**src/rtl/vrs_pkg.sv**
```systemverilog
package vrs_pkg;
  typedef enum logic [2:0] {
    ST_SHUT  = 3'd0,
    ST_DLY1  = 3'd1,
    ST_RAMP1 = 3'd2,
    ST_HOLD  = 3'd3,
    ST_RAMP2 = 3'd4,
    ST_REG   = 3'd5,
    ST_OFF   = 3'd6
  } vrs_state_e;
endpackage

```
**src/rtl/vrs_vid_check.sv**
```systemverilog
module vrs_vid_check #(
  parameter int CODE_W   = 8,
  parameter int VID_MIN  = 20,
  parameter int VID_MAX  = 200,
  parameter int OFF_CODE = 0
) (
  input  logic [CODE_W-1:0] vid,
  input  logic [CODE_W-1:0] ofs,
  output logic              code_ok,
  output logic [CODE_W-1:0] goal
);
  localparam logic [CODE_W-1:0] MIN_C = CODE_W'(VID_MIN);
  localparam logic [CODE_W-1:0] MAX_C = CODE_W'(VID_MAX);
  localparam logic [CODE_W-1:0] OFF_C = CODE_W'(OFF_CODE);

  // range test and off-code test are independent; either failing rejects the code
  always_comb begin
    code_ok = (vid >= MIN_C) && (vid <= MAX_C) && (vid != OFF_C);
    goal    = (vid > ofs) ? (vid - ofs) : '0;
  end


  always_comb begin
    target_le_vid_chk: assert (goal <= vid);
  end
endmodule

```
**src/rtl/vrs_dwell.sv**
```systemverilog
module vrs_dwell #(
  parameter int CNT_W = 6
) (
  input  logic             clk,
  input  logic             rst_n,
  input  logic             restart,
  input  logic [CNT_W-1:0] limit,
  output logic             hit
);
  logic [CNT_W-1:0] cnt_q;

  assign hit = (cnt_q == limit);

  always_ff @(posedge clk or negedge rst_n) begin
    if (!rst_n)       cnt_q <= '0;
    else if (restart) cnt_q <= '0;
    else if (!hit)    cnt_q <= cnt_q + 1'b1;
  end


  dwell_bound_chk: assert property (@(posedge clk) disable iff (!rst_n)
    (!restart && hit) |=> (cnt_q == $past(cnt_q)) || (limit != $past(limit)));
endmodule

```
**src/rtl/vrs_ramp.sv**
```systemverilog
module vrs_ramp #(
  parameter int CODE_W   = 8,
  parameter int STEP_CYC = 2
) (
  input  logic              clk,
  input  logic              rst_n,
  input  logic              clear,
  input  logic              run,
  input  logic [CODE_W-1:0] goal,
  output logic [CODE_W-1:0] code,
  output logic              at_goal
);
  logic [CODE_W-1:0] code_q;
  logic              tick;
  logic              moving;

  assign moving  = run && (code_q != goal);
  assign code    = code_q;
  assign at_goal = (code_q == goal);

  generate
    if (STEP_CYC <= 1) begin : g_every
      assign tick = moving;
    end else begin : g_div
      localparam int SW = $clog2(STEP_CYC);
      localparam logic [SW-1:0] LAST = SW'(STEP_CYC - 1);
      logic [SW-1:0] sc_q;
      always_ff @(posedge clk or negedge rst_n) begin
        if (!rst_n)                 sc_q <= '0;
        else if (clear || !moving)  sc_q <= '0;
        else if (sc_q == LAST)      sc_q <= '0;
        else                        sc_q <= sc_q + 1'b1;
      end
      assign tick = moving && (sc_q == LAST);
    end
  endgenerate

  always_ff @(posedge clk or negedge rst_n) begin
    if (!rst_n)          code_q <= '0;
    else if (clear)      code_q <= '0;
    else if (tick) begin
      if (code_q < goal) code_q <= code_q + 1'b1;
      else               code_q <= code_q - 1'b1;
    end
  end


  one_lsb_step_chk: assert property (@(posedge clk) disable iff (!rst_n)
    !clear |=> (code_q == $past(code_q)) ||
               (code_q == CODE_W'($past(code_q) + 1'b1)) ||
               (code_q == CODE_W'($past(code_q) - 1'b1)));

  idle_hold_chk: assert property (@(posedge clk) disable iff (!rst_n)
    (!clear && !run) |=> $stable(code_q));
endmodule

```
**src/rtl/vr_startup_seq.sv**
```systemverilog
module vr_startup_seq
  import vrs_pkg::*;
#(
  parameter int CODE_W    = 8,
  parameter int BOOT_CODE = 110,
  parameter int D1_CYC    = 20,
  parameter int D3_CYC    = 30,
  parameter int STEP_CYC  = 2,
  parameter int VID_MIN   = 20,
  parameter int VID_MAX   = 200,
  parameter int OFF_CODE  = 0
) (
  input  logic              clk,
  input  logic              rst_n,
  input  logic              bias_ok,
  input  logic              pwr_en,
  input  logic              vtt_en,
  input  logic [CODE_W-1:0] vid_code,
  input  logic [CODE_W-1:0] ofs_code,
  input  logic              in_window,
  output logic [CODE_W-1:0] ref_code,
  output logic              pwm_drive_en,
  output logic              vr_ready
);
  localparam int DW_MAX = (D1_CYC > D3_CYC) ? D1_CYC : D3_CYC;
  localparam int CNT_W  = $clog2(DW_MAX + 1);
  localparam logic [CODE_W-1:0] BOOT_C = CODE_W'(BOOT_CODE);
  localparam logic [CNT_W-1:0]  LIM_D1 = CNT_W'(D1_CYC - 1);
  localparam logic [CNT_W-1:0]  LIM_D3 = CNT_W'(D3_CYC - 1);

  vrs_state_e        state_q, state_d;
  logic              all_ok;
  logic              dwell_hit, dwell_restart;
  logic [CNT_W-1:0]  dwell_lim;
  logic              code_ok;
  logic [CODE_W-1:0] vid_goal, target_q, ramp_goal;
  logic              ramp_clear, ramp_run, ramp_done;
  logic              ready_q;

  assign all_ok = bias_ok & pwr_en & vtt_en;

  vrs_vid_check #(
    .CODE_W(CODE_W), .VID_MIN(VID_MIN), .VID_MAX(VID_MAX), .OFF_CODE(OFF_CODE)
  ) u_vid (
    .vid(vid_code), .ofs(ofs_code), .code_ok(code_ok), .goal(vid_goal)
  );

  // sequencing
  always_comb begin
    state_d = state_q;
    if (!all_ok) begin
      state_d = ST_SHUT;
    end else begin
      unique case (state_q)
        ST_SHUT:  state_d = ST_DLY1;
        ST_DLY1:  if (dwell_hit) state_d = ST_RAMP1;
        ST_RAMP1: if (ramp_done) state_d = ST_HOLD;
        ST_HOLD:  if (dwell_hit) state_d = code_ok ? ST_RAMP2 : ST_OFF;
        ST_RAMP2: if (ramp_done) state_d = ST_REG;
        ST_REG:   state_d = ST_REG;
        ST_OFF:   state_d = ST_OFF;
        default:  state_d = ST_SHUT;
      endcase
    end
  end

  always_ff @(posedge clk or negedge rst_n) begin
    if (!rst_n) state_q <= ST_SHUT;
    else        state_q <= state_d;
  end

  assign dwell_restart = (state_d != state_q);
  assign dwell_lim     = (state_q == ST_DLY1) ? LIM_D1 : LIM_D3;

  vrs_dwell #(.CNT_W(CNT_W)) u_dwell (
    .clk(clk), .rst_n(rst_n), .restart(dwell_restart),
    .limit(dwell_lim), .hit(dwell_hit)
  );

  // requested code captured once, on the last hold cycle
  always_ff @(posedge clk or negedge rst_n) begin
    if (!rst_n)
      target_q <= '0;
    else if (state_q == ST_HOLD && dwell_hit && code_ok && all_ok)
      target_q <= vid_goal;
  end

  assign ramp_clear = (state_d == ST_SHUT) || (state_d == ST_DLY1) ||
                      (state_d == ST_OFF);
  assign ramp_run   = (state_q == ST_RAMP1) || (state_q == ST_RAMP2);
  assign ramp_goal  = (state_q == ST_RAMP1) ? BOOT_C : target_q;

  vrs_ramp #(.CODE_W(CODE_W), .STEP_CYC(STEP_CYC)) u_ramp (
    .clk(clk), .rst_n(rst_n), .clear(ramp_clear), .run(ramp_run),
    .goal(ramp_goal), .code(ref_code), .at_goal(ramp_done)
  );

  always_ff @(posedge clk or negedge rst_n) begin
    if (!rst_n) ready_q <= 1'b0;
    else        ready_q <= all_ok && (state_q == ST_REG) && in_window;
  end

  assign vr_ready     = ready_q;
  assign pwm_drive_en = (state_q == ST_RAMP1) || (state_q == ST_HOLD) ||
                        (state_q == ST_RAMP2) || (state_q == ST_REG);


  drop_shutdown_chk: assert property (@(posedge clk) disable iff (!rst_n)
    !all_ok |=> (!pwm_drive_en && !vr_ready && ref_code == '0));

  quiet_states_chk: assert property (@(posedge clk) disable iff (!rst_n)
    (state_q == ST_SHUT || state_q == ST_DLY1 || state_q == ST_OFF)
      |-> (!pwm_drive_en && ref_code == '0));

  ready_final_chk: assert property (@(posedge clk) disable iff (!rst_n)
    vr_ready |-> (state_q == ST_REG && ref_code == target_q));

  off_latch_chk: assert property (@(posedge clk) disable iff (!rst_n)
    (state_q == ST_OFF && all_ok) |=> state_q == ST_OFF);

  vid_once_chk: assert property (@(posedge clk) disable iff (!rst_n)
    (state_q != ST_HOLD) |=> $stable(target_q));

  ramp1_entry_chk: assert property (@(posedge clk) disable iff (!rst_n)
    (state_q != ST_DLY1 && state_q != ST_RAMP1) |=> state_q != ST_RAMP1);

  ramp2_entry_chk: assert property (@(posedge clk) disable iff (!rst_n)
    (state_q != ST_HOLD && state_q != ST_RAMP2) |=> state_q != ST_RAMP2);

  hold_at_boot_chk: assert property (@(posedge clk) disable iff (!rst_n)
    (state_q == ST_HOLD) |-> ref_code == BOOT_C);
endmodule

```
**config.mk**
```make
export PLATFORM = sky130hd
export DESIGN_NAME = vr_startup_seq
export DESIGN_NICKNAME = d
export VERILOG_FILES = /design/src/rtl/vrs_pkg.sv /design/src/rtl/vrs_vid_check.sv /design/src/rtl/vrs_dwell.sv /design/src/rtl/vrs_ramp.sv /design/src/rtl/vr_startup_seq.sv
export SDC_FILE = /design/constraint.sdc
export NUM_CORES = 1
export LEC_CHECK = 0
export BUFFER_PORTS_ARGS = -buffer_cell sky130_fd_sc_hd__buf_2
export CORE_MARGIN = 1.5
export CORE_UTILIZATION = 61
export CTS_CLUSTER_DIAMETER = 40
export DETAILED_ROUTE_END_ITERATION = 7
export GPL_TIMING_DRIVEN = 0
export PLACE_DENSITY = 0.85
export SYNTH_ARGS = -nofsm -noshare
export SYNTH_HDL_FRONTEND = slang
export SYNTH_SLANG_ARGS = --single-unit
```
**constraint.sdc**
```tcl
create_clock -name clk -period 11.6 [get_ports clk]
set_input_delay 2.32 -clock clk [delete_from_list [all_inputs] [get_ports clk]]
set_output_delay 2.32 -clock clk [all_outputs]
set_load 0.02 [all_outputs]
```
==> metrics, run 1 <==
global-route wire length before repair 7320 µm; worst endpoint data arrival time 4430 ps; Post-synth ARST share 1.00; via count 1873; Mapped Cells 239; gpl congestion roughly 0.83; Crit. End Element flop; core footprint roughly 0.0031 mm²; Clock Tree Root clkbuf_4; layout filler cell count 265; clk_skew 10.6 ps; initial antenna violation count 0; Mean Syn Cell Area ~8.7 µm²; synth warn 0; reg2reg end u_ramp.code[7]; H-tree depth 1; Port Buffer Count 31; WL/cell between 10 and 15 µm; dpl hpwl between 3000 and 4000 µm; Total GRT Usage 0.257; RSZ-0062 raised after global routing no; worst skew pair latency between 300 and 400 ps; CP top delay family simple AND/OR/NAND/NOR gates; worst hold start u_ramp.g_div.sc_q; sequential-to-total area share from yosys stat 0.315; Pleak 1.11 nW; Site Rows 20; Reg clk slew, reported paths 150 ps; Post-DRT Antenna Nets 0; worst slew pin tran 855 ps; vias per cell slightly below 6; Required @ worst endpoint 11780 ps; maximum root-to-sink buffer count 2; Crit path largest cell delay 500 ps; Buf/Inv on CP 1; WHS 475 ps; max_cap viols 0; R2R depth 16; Yosys cell types 48; count of cells resized by post-cts repair 0; global route overflow 0; Pins Over Slew Limit 0; die span in x 61.2 µm; fmax 235 MHz; die height just over 60 µm; residual DRC count 0; CTS tree yes; crit path cell chain clkbuf_1 > nor2_1 > and2_1 > nor2_1 > ha_1 > nor2b_1 > o211ai_1 > a21oi_1 > or3_1 > ha_1 > nand3_1 > o211ai_1 > o41ai_1 > or4_1 > a211oi_1 > nor4bb_1; initial core utilization 0.661; fraction of layout cells with a size suffix above 1 0.142; VDD IR max 0.0510 mV; Slowest-stage cell, CP or3_1; TritonCTS Buffers 3; hold worst-path end u_ramp.g_div.sc_q; CP Max Fanout 10; crit start category flop; footprint of the multi-input gates ~0.0013 mm²; Final setup viols 0; Final Hold Vio Count 0; Synth area leader dfrtp_1; outcome completed; top_reg_cell synth dfrtp_1; reg-to-reg startpoint state_q[2]; critical path class reg -> reg; # diodes 0; Die Area roughly 0.0037 mm²; register area 651 µm²; # hold bufs at CTS 0; final worst path period share 0.367; Post-Syn Nets ~290; Max transition margin 0.414; Final min period 4250 ps; Post-layout nets 322; Boundary Pins 32; Tightest Hold Check Type reg -> reg; dominant cells by area after synthesis dfrtp_1 (31%), ha_1 (14%), a21oi_1 (4.4%), nand2_1 (4.4%), a22o_1 (3.4%); flops & latches, synth 26; Syn Std Cell Area 0.00207 mm²; setup tns final 0 ps; largest net degree at the start of global routing 27; Post-synth EDFFs 0; most common cell after layout, fill and taps aside buf_2; Initial DRC Count 100; area delta synth->final 11.9%; vias in the first global route 1736; pwr/cell area roughly 83 mW/mm²; final WL 4370 µm; worst hold stages 1; most frequent cells in the layout buf_2 (32), dfrtp_1 (26), nand2_1 (24), ha_1 (23); Yosys top cell area share 0.315; flop2flop setup slack around 7300 ps; # clock sinks 26; 1st-pass router iterations 4; setup bufs post-CTS 0
[power breakdown]
| group | switching [mW] | internal [mW] |
|---|---|---|
| Combinational | 0.0216 | 0.0192 |
| Clock | 0.0282 | 0.0192 |
| Sequential | 0.00731 | 0.0966 |
| Total | 0.0571 | 0.135 |
[cells in the mapped netlist, drive strengths merged, types with 2 or more instances]
cell / number
nand3: 11
o21ai: 10
or3: 2
fa: 2
and3: 4
nor4: 3
o41ai: 3
ha: 23
o211ai: 3
o221ai: 2
and2: 3
nor3: 6
nor2b: 4
a21oi: 18
dfrtp: 26
buf: 3
xnor2: 8
mux2i: 2
nand4: 5
a211oi: 2
o311ai: 2
a21o: 2
nor3b: 2
inv: 18
nor2: 17
nand2: 24
o31ai: 3
xor2: 6
a22o: 8
clkbuf: 3
[through the flow]
| stage | instance area, µm² | setup WS (ps) | instances | utilization | power, mW |
|---|---|---|---|---|---|
| after CTS | 2310 | 7400 | 318 | 0.740 | 0.194 |
| after detailed placement | 2280 | 7140 | 314 | 0.728 | 0.147 |
| final | 2310 | 7350 | 318 | 0.740 | 0.192 |
| after global routing | 2310 | 7070 | 318 | 0.740 | 0.204 |
| after floorplan | 2070 | 7590 | 239 | - | 0.133 |
| after global placement | 2280 | 7270 | 314 | 0.728 | 0.144 |
[area by class of cell]
| class | count | share of cell area |
|---|---|---|
| timing repair buffer | 31 | 0.0670 |
| sequential | 26 | 0.281 |
| tap | 44 | 0.0238 |
| inverter | 18 | 0.0292 |
| multi-input combinational | 189 | 0.571 |
| buffer | 6 | 0.0119 |
| clock buffer | 4 | 0.0157 |
[cells by family after synthesis]
family / synth area share
buffers and inverters: 0.0460
adder cells (fa/ha/maj): 0.159
multiplexers: 0.00968
AND/OR/NAND/NOR: 0.223
XOR/XNOR: 0.0593
AO/OA/AOI/OAI: 0.189
flip-flops: 0.315
[worst max-delay path by stage]
stage | startpoint | to | slack [ps] | depth (start not counted)
after CTS | state_q[2] | u_ramp.code[7] | 7400 | 16
final | state_q[2] | u_ramp.code[7] | 7350 | 16
after detailed placement | vid_code[0] | u_ramp.code[7] | 7140 | 7
after floorplan | vid_code[0] | target_q[6] | 7590 | 10
after global placement | vid_code[0] | u_ramp.code[7] | 7270 | 7
after global routing | state_q[2] | u_ramp.code[7] | 7070 | 16
[sequential cells by signal, indices dropped and copies added (netlist names)]
register / count
state_q: 3
target_q: 8
u_dwell.cnt_q: 5
u_ramp.code: 8
u_ramp.g_div.sc_q: 1
vr_ready: 1
[routing by layer]
layer  GRT usage  routed length, µm  vias to the layer above
met5           0                  0                        -
met4      0.0621                 38                        0
met3      0.0273                129                        4
met2       0.448               2090                       38
met1       0.341               2120                      891
li1            -                  -                      940
(Power assumes the default switching activity.)
==> run 2: changes to the inputs <==
--- a/config.mk
+++ b/config.mk
@@ -7,11 +7,11 @@
 export LEC_CHECK = 0
 export BUFFER_PORTS_ARGS = -buffer_cell sky130_fd_sc_hd__buf_2
 export CORE_MARGIN = 1.5
-export CORE_UTILIZATION = 61
+export CORE_UTILIZATION = 51
 export CTS_CLUSTER_DIAMETER = 40
 export DETAILED_ROUTE_END_ITERATION = 7
 export GPL_TIMING_DRIVEN = 0
-export PLACE_DENSITY = 0.85
+export PLACE_DENSITY = 0.76
 export SYNTH_ARGS = -nofsm -noshare
 export SYNTH_HDL_FRONTEND = slang
 export SYNTH_SLANG_ARGS = --single-unit
==> constraint.sdc (replaced) <==
create_clock -name clk -period 3.47 [get_ports clk]
set_input_delay 0.694 -clock clk [delete_from_list [all_inputs] [get_ports clk]]
set_output_delay 0.694 -clock clk [all_outputs]
set_load 0.02 [all_outputs]
==> run 2 against run 1 <==
Effect of this change:
- the run now ends with negative setup slack left
- power rose to 3.4 times the previous value
- core utilization fell by 4.9 points
- critical path depth fell by 1
- setup slack got worse by 7700 ps
- critical path type unchanged
- largest cell class unchanged
- largest power group unchanged
==> metrics, run 2 (synthesis results as in run 1) <==
outcome complete, but fails checks; failing checks negative setup slack; # hold bufs at CTS 0 (unchanged); Post-DRT Antenna Nets 0 (unchanged); via count 1923 (+2.7%); Initial DRC Count 85 (-15%); vias per cell 5.76 (-2.2%); Die Area 0.00445 mm² (+19%); Final Hold Vio Count 0 (unchanged); worst endpoint data arrival time 3960 ps (-470 ps); Setup WS post-layout -366 ps (-7710 ps); WL/cell 13.6 µm (-1.4%); Tightest Hold Check Type in -> async; Pins Over Slew Limit 0 (unchanged); flop2flop setup slack -370 ps (-7710 ps); residual DRC count 0 (unchanged); max_cap viols 0 (unchanged); die height 66.7 µm (+8.9%); largest net degree at the start of global routing 27 (unchanged); core footprint 0.00377 mm² (+21%); die span in x 66.7 µm (+8.9%); Pwr Total 0.652 mW (+240%); Pleak 1.23 nW (+10%); layout filler cell count 291 (+9.8%); area delta synth->final 26.0%; vias in the first global route 1678 (-3.3%); clk_skew 1.23 ps (-9.39 ps); Crit. End Element flop; fmax 261 MHz (+11%); Boundary Pins 32 (unchanged); worst skew pair latency 270 ps (-60 ps); 1st-pass router iterations 4 (unchanged); Total GRT Usage 0.210 (-0.0471); final worst path period share 1.11 (+0.739); maximum root-to-sink buffer count 2 (unchanged); initial core utilization 0.548 (-0.113); Site Rows 22 (+10%); most common cell after layout, fill and taps aside buf_2; H-tree depth 1 (unchanged); # diodes 0 (unchanged); CTS tree yes; Clock Tree Root clkbuf_8; Required @ worst endpoint 3590 ps (-8190 ps); VDD IR max 0.145 mV (+190%); dpl hpwl 3330 µm (-5.4%); TritonCTS Buffers 3 (unchanged); Reg clk slew, reported paths 80 ps (-70 ps); critical path class reg -> reg; Max transition margin 0.379 (-0.0343); Final min period 3840 ps (-416 ps); crit start category flop; Core Util, Final 0.691 (-0.0492); global-route wire length before repair 7160 µm (-2.2%); RSZ-0062 raised after global routing yes; Port Buffer Count 31 (unchanged); WHS 420 ps (-54.9 ps); fraction of layout cells with a size suffix above 1 0.266 (+0.123); gpl congestion 0.828 (-0.79%); Final setup viols 1 (+1); Post-layout nets 335 (+4.0%); global route overflow 0 (unchanged); Setup crit start state_q[2]; pwr/cell area 250 mW/mm² (+200%); initial antenna violation count 0 (unchanged); reg-to-reg startpoint state_q[2]; worst slew pin tran 905 ps (+50.0 ps); CP Max Fanout 6 (-4); # clock sinks 26 (unchanged); most frequent cells in the layout buf_2 (32), nand2_1 (24), dfrtp_1 (24), inv_1 (18), ha_1 (17); final WL 4530 µm (+3.6%)
## run 2: cell count changes in the layout (fill, tap and decap cells not counted), moves of 3 or more
| cell | before | now |
|---|---|---|
| a21oi_2 | 0 | 3 |
| ha_1 | 23 | 17 |
| buf_4 | 1 | 15 |
| ha_4 | 0 | 6 |
| clkbuf_4 | 3 | 0 |
| a21oi_1 | 18 | 15 |
## run 2: area by class of cell
class	count	area [µm²]	area share
Buffer	4	23.8	0.00913
Clock buffer	3	41.3	0.0159
Inverter	18	67.6	0.0259
Multi-Input combinational cell	189	1490	0.573
Sequential cell	26	653	0.251
Tap cell	48	60.1	0.0231
Timing Repair Buffer	46	268	0.103
## run 2: report_power, final
part | internal, mW | total, mW | switching (mW)
clock network | 0.0778 | 0.169 | 0.0910
registers | 0.323 | 0.346 | 0.0232
logic | 0.0656 | 0.137 | 0.0715
## run 2: worst paths after layout
check / endpoint / cells after the start
setup / recovery: u_ramp.code[7] / 15
min in group clk: u_ramp.g_div.sc_q / 1
hold reg to reg: u_ramp.g_div.sc_q / 1
max in group asynchronous: state_q[2] / 1
setup reg to reg: u_ramp.code[7] / 15
hold / removal: target_q[1] / 1
## run 2: through the flow
stage / setup TNS [ps] / cell area [µm²] / instances / setup WS [ps]
2_1_floorplan: -24.8 / 2120 / 239 / -24.8
3_3_place_gp: -388 / 2330 / 318 / -388
3_5_place_dp: -500 / 2330 / 318 / -484
4_1_cts: -316 / 2380 / 321 / -316
5_1_grt: -533 / 2610 / 334 / -519
6_report: -366 / 2610 / 334 / -366
## run 2: repair_timing
item                                    4_1_cts  5_1_grt
pin swaps                                     2       16
gates resized for setup                       3       22
buffers inserted                              1       15
hold endpoints to repair                      0        0
endpoints found under the setup margin        2        4
## run 2: routing by layer
layer | vias up | wire length, µm | global-route usage
met2 | 42 | 2270 | 0.378
met3 | 6 | 150 | 0.0118
met5 | - | 0 | 0
li1 | 968 | - | -
met4 | 0 | 66 | 0.0765
met1 | 907 | 2050 | 0.263
## run 2: critical path: stages (launching register included)
cell and delay (ps):
dfrtp_2 470, nor2_4 130, and2_4 180, nor2_4 40
ha_4 230, nor2b_4 120, o211ai_1 200, a21oi_2 100
or3_4 470, ha_4 320, nand3_2 70, o211ai_1 270
o41ai_2 160, or4_4 560, a211oi_4 280, nor4bb_4 70
==> run 3: changes to the inputs <==
--- a/config.mk
+++ b/config.mk
@@ -7,11 +7,11 @@
 export LEC_CHECK = 0
 export BUFFER_PORTS_ARGS = -buffer_cell sky130_fd_sc_hd__buf_2
 export CORE_MARGIN = 1.5
-export CORE_UTILIZATION = 51
+export CORE_UTILIZATION = 61
 export CTS_CLUSTER_DIAMETER = 40
 export DETAILED_ROUTE_END_ITERATION = 7
 export GPL_TIMING_DRIVEN = 0
-export PLACE_DENSITY = 0.76
+export PLACE_DENSITY = 0.85
 export SYNTH_ARGS = -nofsm -noshare
 export SYNTH_HDL_FRONTEND = slang
 export SYNTH_SLANG_ARGS = --single-unit
==> constraint.sdc (replaced) <==
create_clock -name clk -period 4.5 [get_ports clk]
set_input_delay 0.9 -clock clk [delete_from_list [all_inputs] [get_ports clk]]
set_output_delay 0.9 -clock clk [all_outputs]
set_load 0.02 [all_outputs]
==> run 3 against run 2 <==
Effect of this change:
- the run now ends clean
- worst hold slack better by 48 ps
- clock power shrank 28%
- critical path depth is the same
- setup slack improved by 610 ps
- clock-buffer cell count up 1
- sequential share of layout area grew 3.1 points
- highest routed layer unchanged
==> metrics, run 3 (synthesis results as in run 1) <==
outcome completed; 1st-pass router iterations 4 (unchanged); core footprint 0.00313 mm² (-17%); worst slew pin tran 843 ps (-61.8 ps); R2R depth 15 (unchanged); maximum root-to-sink buffer count 2 (unchanged); Pins Over Slew Limit 0 (unchanged); Setup WS post-layout 239 ps (+605 ps); Boundary Pins 32 (unchanged); layout filler cell count 265 (-8.9%); Final min period 4260 ps (+425 ps); RSZ-0062 raised after global routing no; via count 1877 (-2.4%); most frequent cells in the layout buf_2 (32), dfrtp_1 (26), nand2_1 (24), ha_1 (23); H-tree depth 1 (unchanged); global-route wire length before repair 7320 µm (+2.2%); # clock sinks 26 (unchanged); fmax 235 MHz (-10%); # diodes 0 (unchanged); vias in the first global route 1736 (+3.5%); die height 61.2 µm (-8.2%); worst endpoint data arrival time 4440 ps (+480 ps); pwr/cell area 214 mW/mm² (-15%); Post-layout nets 321 (-4.2%); gpl congestion 0.835 (+0.80%); Die Area 0.00375 mm² (-16%); Port Buffer Count 31 (unchanged); worst hold stages 1; Max transition margin 0.422 (+0.0424); switching pwr 0.146 mW (-21%); WHS 468 ps (+48.1 ps); TritonCTS Buffers 3 (unchanged); initial antenna violation count 0 (unchanged); fraction of layout cells with a size suffix above 1 0.143 (-0.123); Required @ worst endpoint 4680 ps (+1090 ps); Final Hold Vio Count 0 (unchanged); residual DRC count 0 (unchanged); Clk network pwr share 0.246 (-0.013); Total GRT Usage 0.257 (+0.0471); global route overflow 0 (unchanged); Initial DRC Count 98 (+15%); final WL 4370 µm (-3.5%); critical path class reg -> reg; Final setup viols 0 (-1); crit start category flop; WL/cell 13.8 µm (+1.7%); area delta synth->final 11.7%; Int Power 0.348 mW (-25%); Crit. End Element flop; Pleak 1.11 nW (-9.5%); dpl hpwl 3520 µm (+5.7%); Reg clk slew, reported paths 150 ps (+70 ps); worst skew pair latency 330 ps (+60 ps); Post-DRT Antenna Nets 0 (unchanged); Pwr Total 0.495 mW (-24%); Seq pwr share 0.541 (+0.010); CP Max Fanout 10 (+4); largest net degree at the start of global routing 27 (unchanged); clk_skew 8.08 ps (+6.85 ps); Clock Tree Root clkbuf_4; CTS tree yes; pre-CTS setup slack 299 ps (+783 ps); setup bufs post-CTS 0 (-1); most common cell after layout, fill and taps aside buf_2; die span in x 61.2 µm (-8.2%); initial core utilization 0.661 (+0.113); VDD IR max 0.131 mV (-10%); vias per cell 5.92 (+2.8%); Tightest Hold Check Type reg -> reg; max_cap viols 0 (unchanged); switching portion of total power 0.296 (+0.0111); setup tns final 0 ps (+366 ps); Site Rows 20 (-9.1%); final worst path period share 0.947 (-0.159); Gate power share 0.213 (+0.003)
run 3: changes by cell type in the layout (fill, tap and decap cells not counted), sizes merged:
cell	previous run	this run
buf	49	35
clkbuf	4	5
run 3: per-layer routing:
metal / share of wire / track usage / vias to the layer above
met5: 0 / 0 / -
met4: 0.012 / 0.0621 / 0
met3: 0.044 / 0.0273 / 6
met2: 0.48 / 0.448 / 51
met1: 0.47 / 0.341 / 883
li1: - / - / 937
run 3: power by group through the flow:
stage | logic (mW) | clock network (mW) | registers (mW)
4_1_cts | 0.107 | 0.125 | 0.267
3_3_place_gp | 0.100 | 0 | 0.271
5_1_grt | 0.118 | 0.137 | 0.271
3_5_place_dp | 0.106 | 0 | 0.272
2_1_floorplan | 0.0748 | 0 | 0.267
6_report | 0.105 | 0.122 | 0.268
run 3: final timing paths:
path / from / to / slack (ps)
max: state_q[1] / u_ramp.code[7] / 240
min: u_ramp.g_div.sc_q / u_ramp.g_div.sc_q / 470
max reg2reg: state_q[1] / u_ramp.code[7] / 240
min reg2reg: u_ramp.g_div.sc_q / u_ramp.g_div.sc_q / 470
max in group asynchronous: rst_n / vr_ready / 3570
min in group asynchronous: rst_n / target_q[2] / 550
run 3: timing repair:
item                       in CTS  in global routing
setup endpoints to repair       0                  1
gates resized for setup         0                  1
hold buffers                    0                  0
run 3: area by class of cell:
class | count | area, µm² | share of cell area
clock buffer | 4 | 36.3 | 0.0157
inverter | 18 | 67.6 | 0.0292
sequential | 26 | 651 | 0.282
timing repair buffer | 31 | 155 | 0.0671
buffer | 5 | 23.8 | 0.0103
multi-input combinational | 189 | 1320 | 0.572
tap | 44 | 55.1 | 0.0238
run 3: critical path, cell delays in order, from the launching register on:
cell and delay, ps:
dfrtp_1 510, buf_1 340, and2_1 270, nor2_1 60, ha_1 280, nor2b_1 140
o211ai_1 170, a21oi_1 140, or3_1 500, ha_1 420, nand3_1 90, o211ai_1 280
o41ai_1 130, or4_1 430, a211oi_1 250, nor4bb_1 90
run 3: per-stage QoR:
step / util / area (µm²) / cells
after detailed placement: 0.728 / 2280 / 314
after global placement: 0.728 / 2280 / 314
final: 0.739 / 2310 / 317
after floorplan: - / 2070 / 239
after global routing: 0.739 / 2310 / 317
after CTS: 0.740 / 2310 / 318
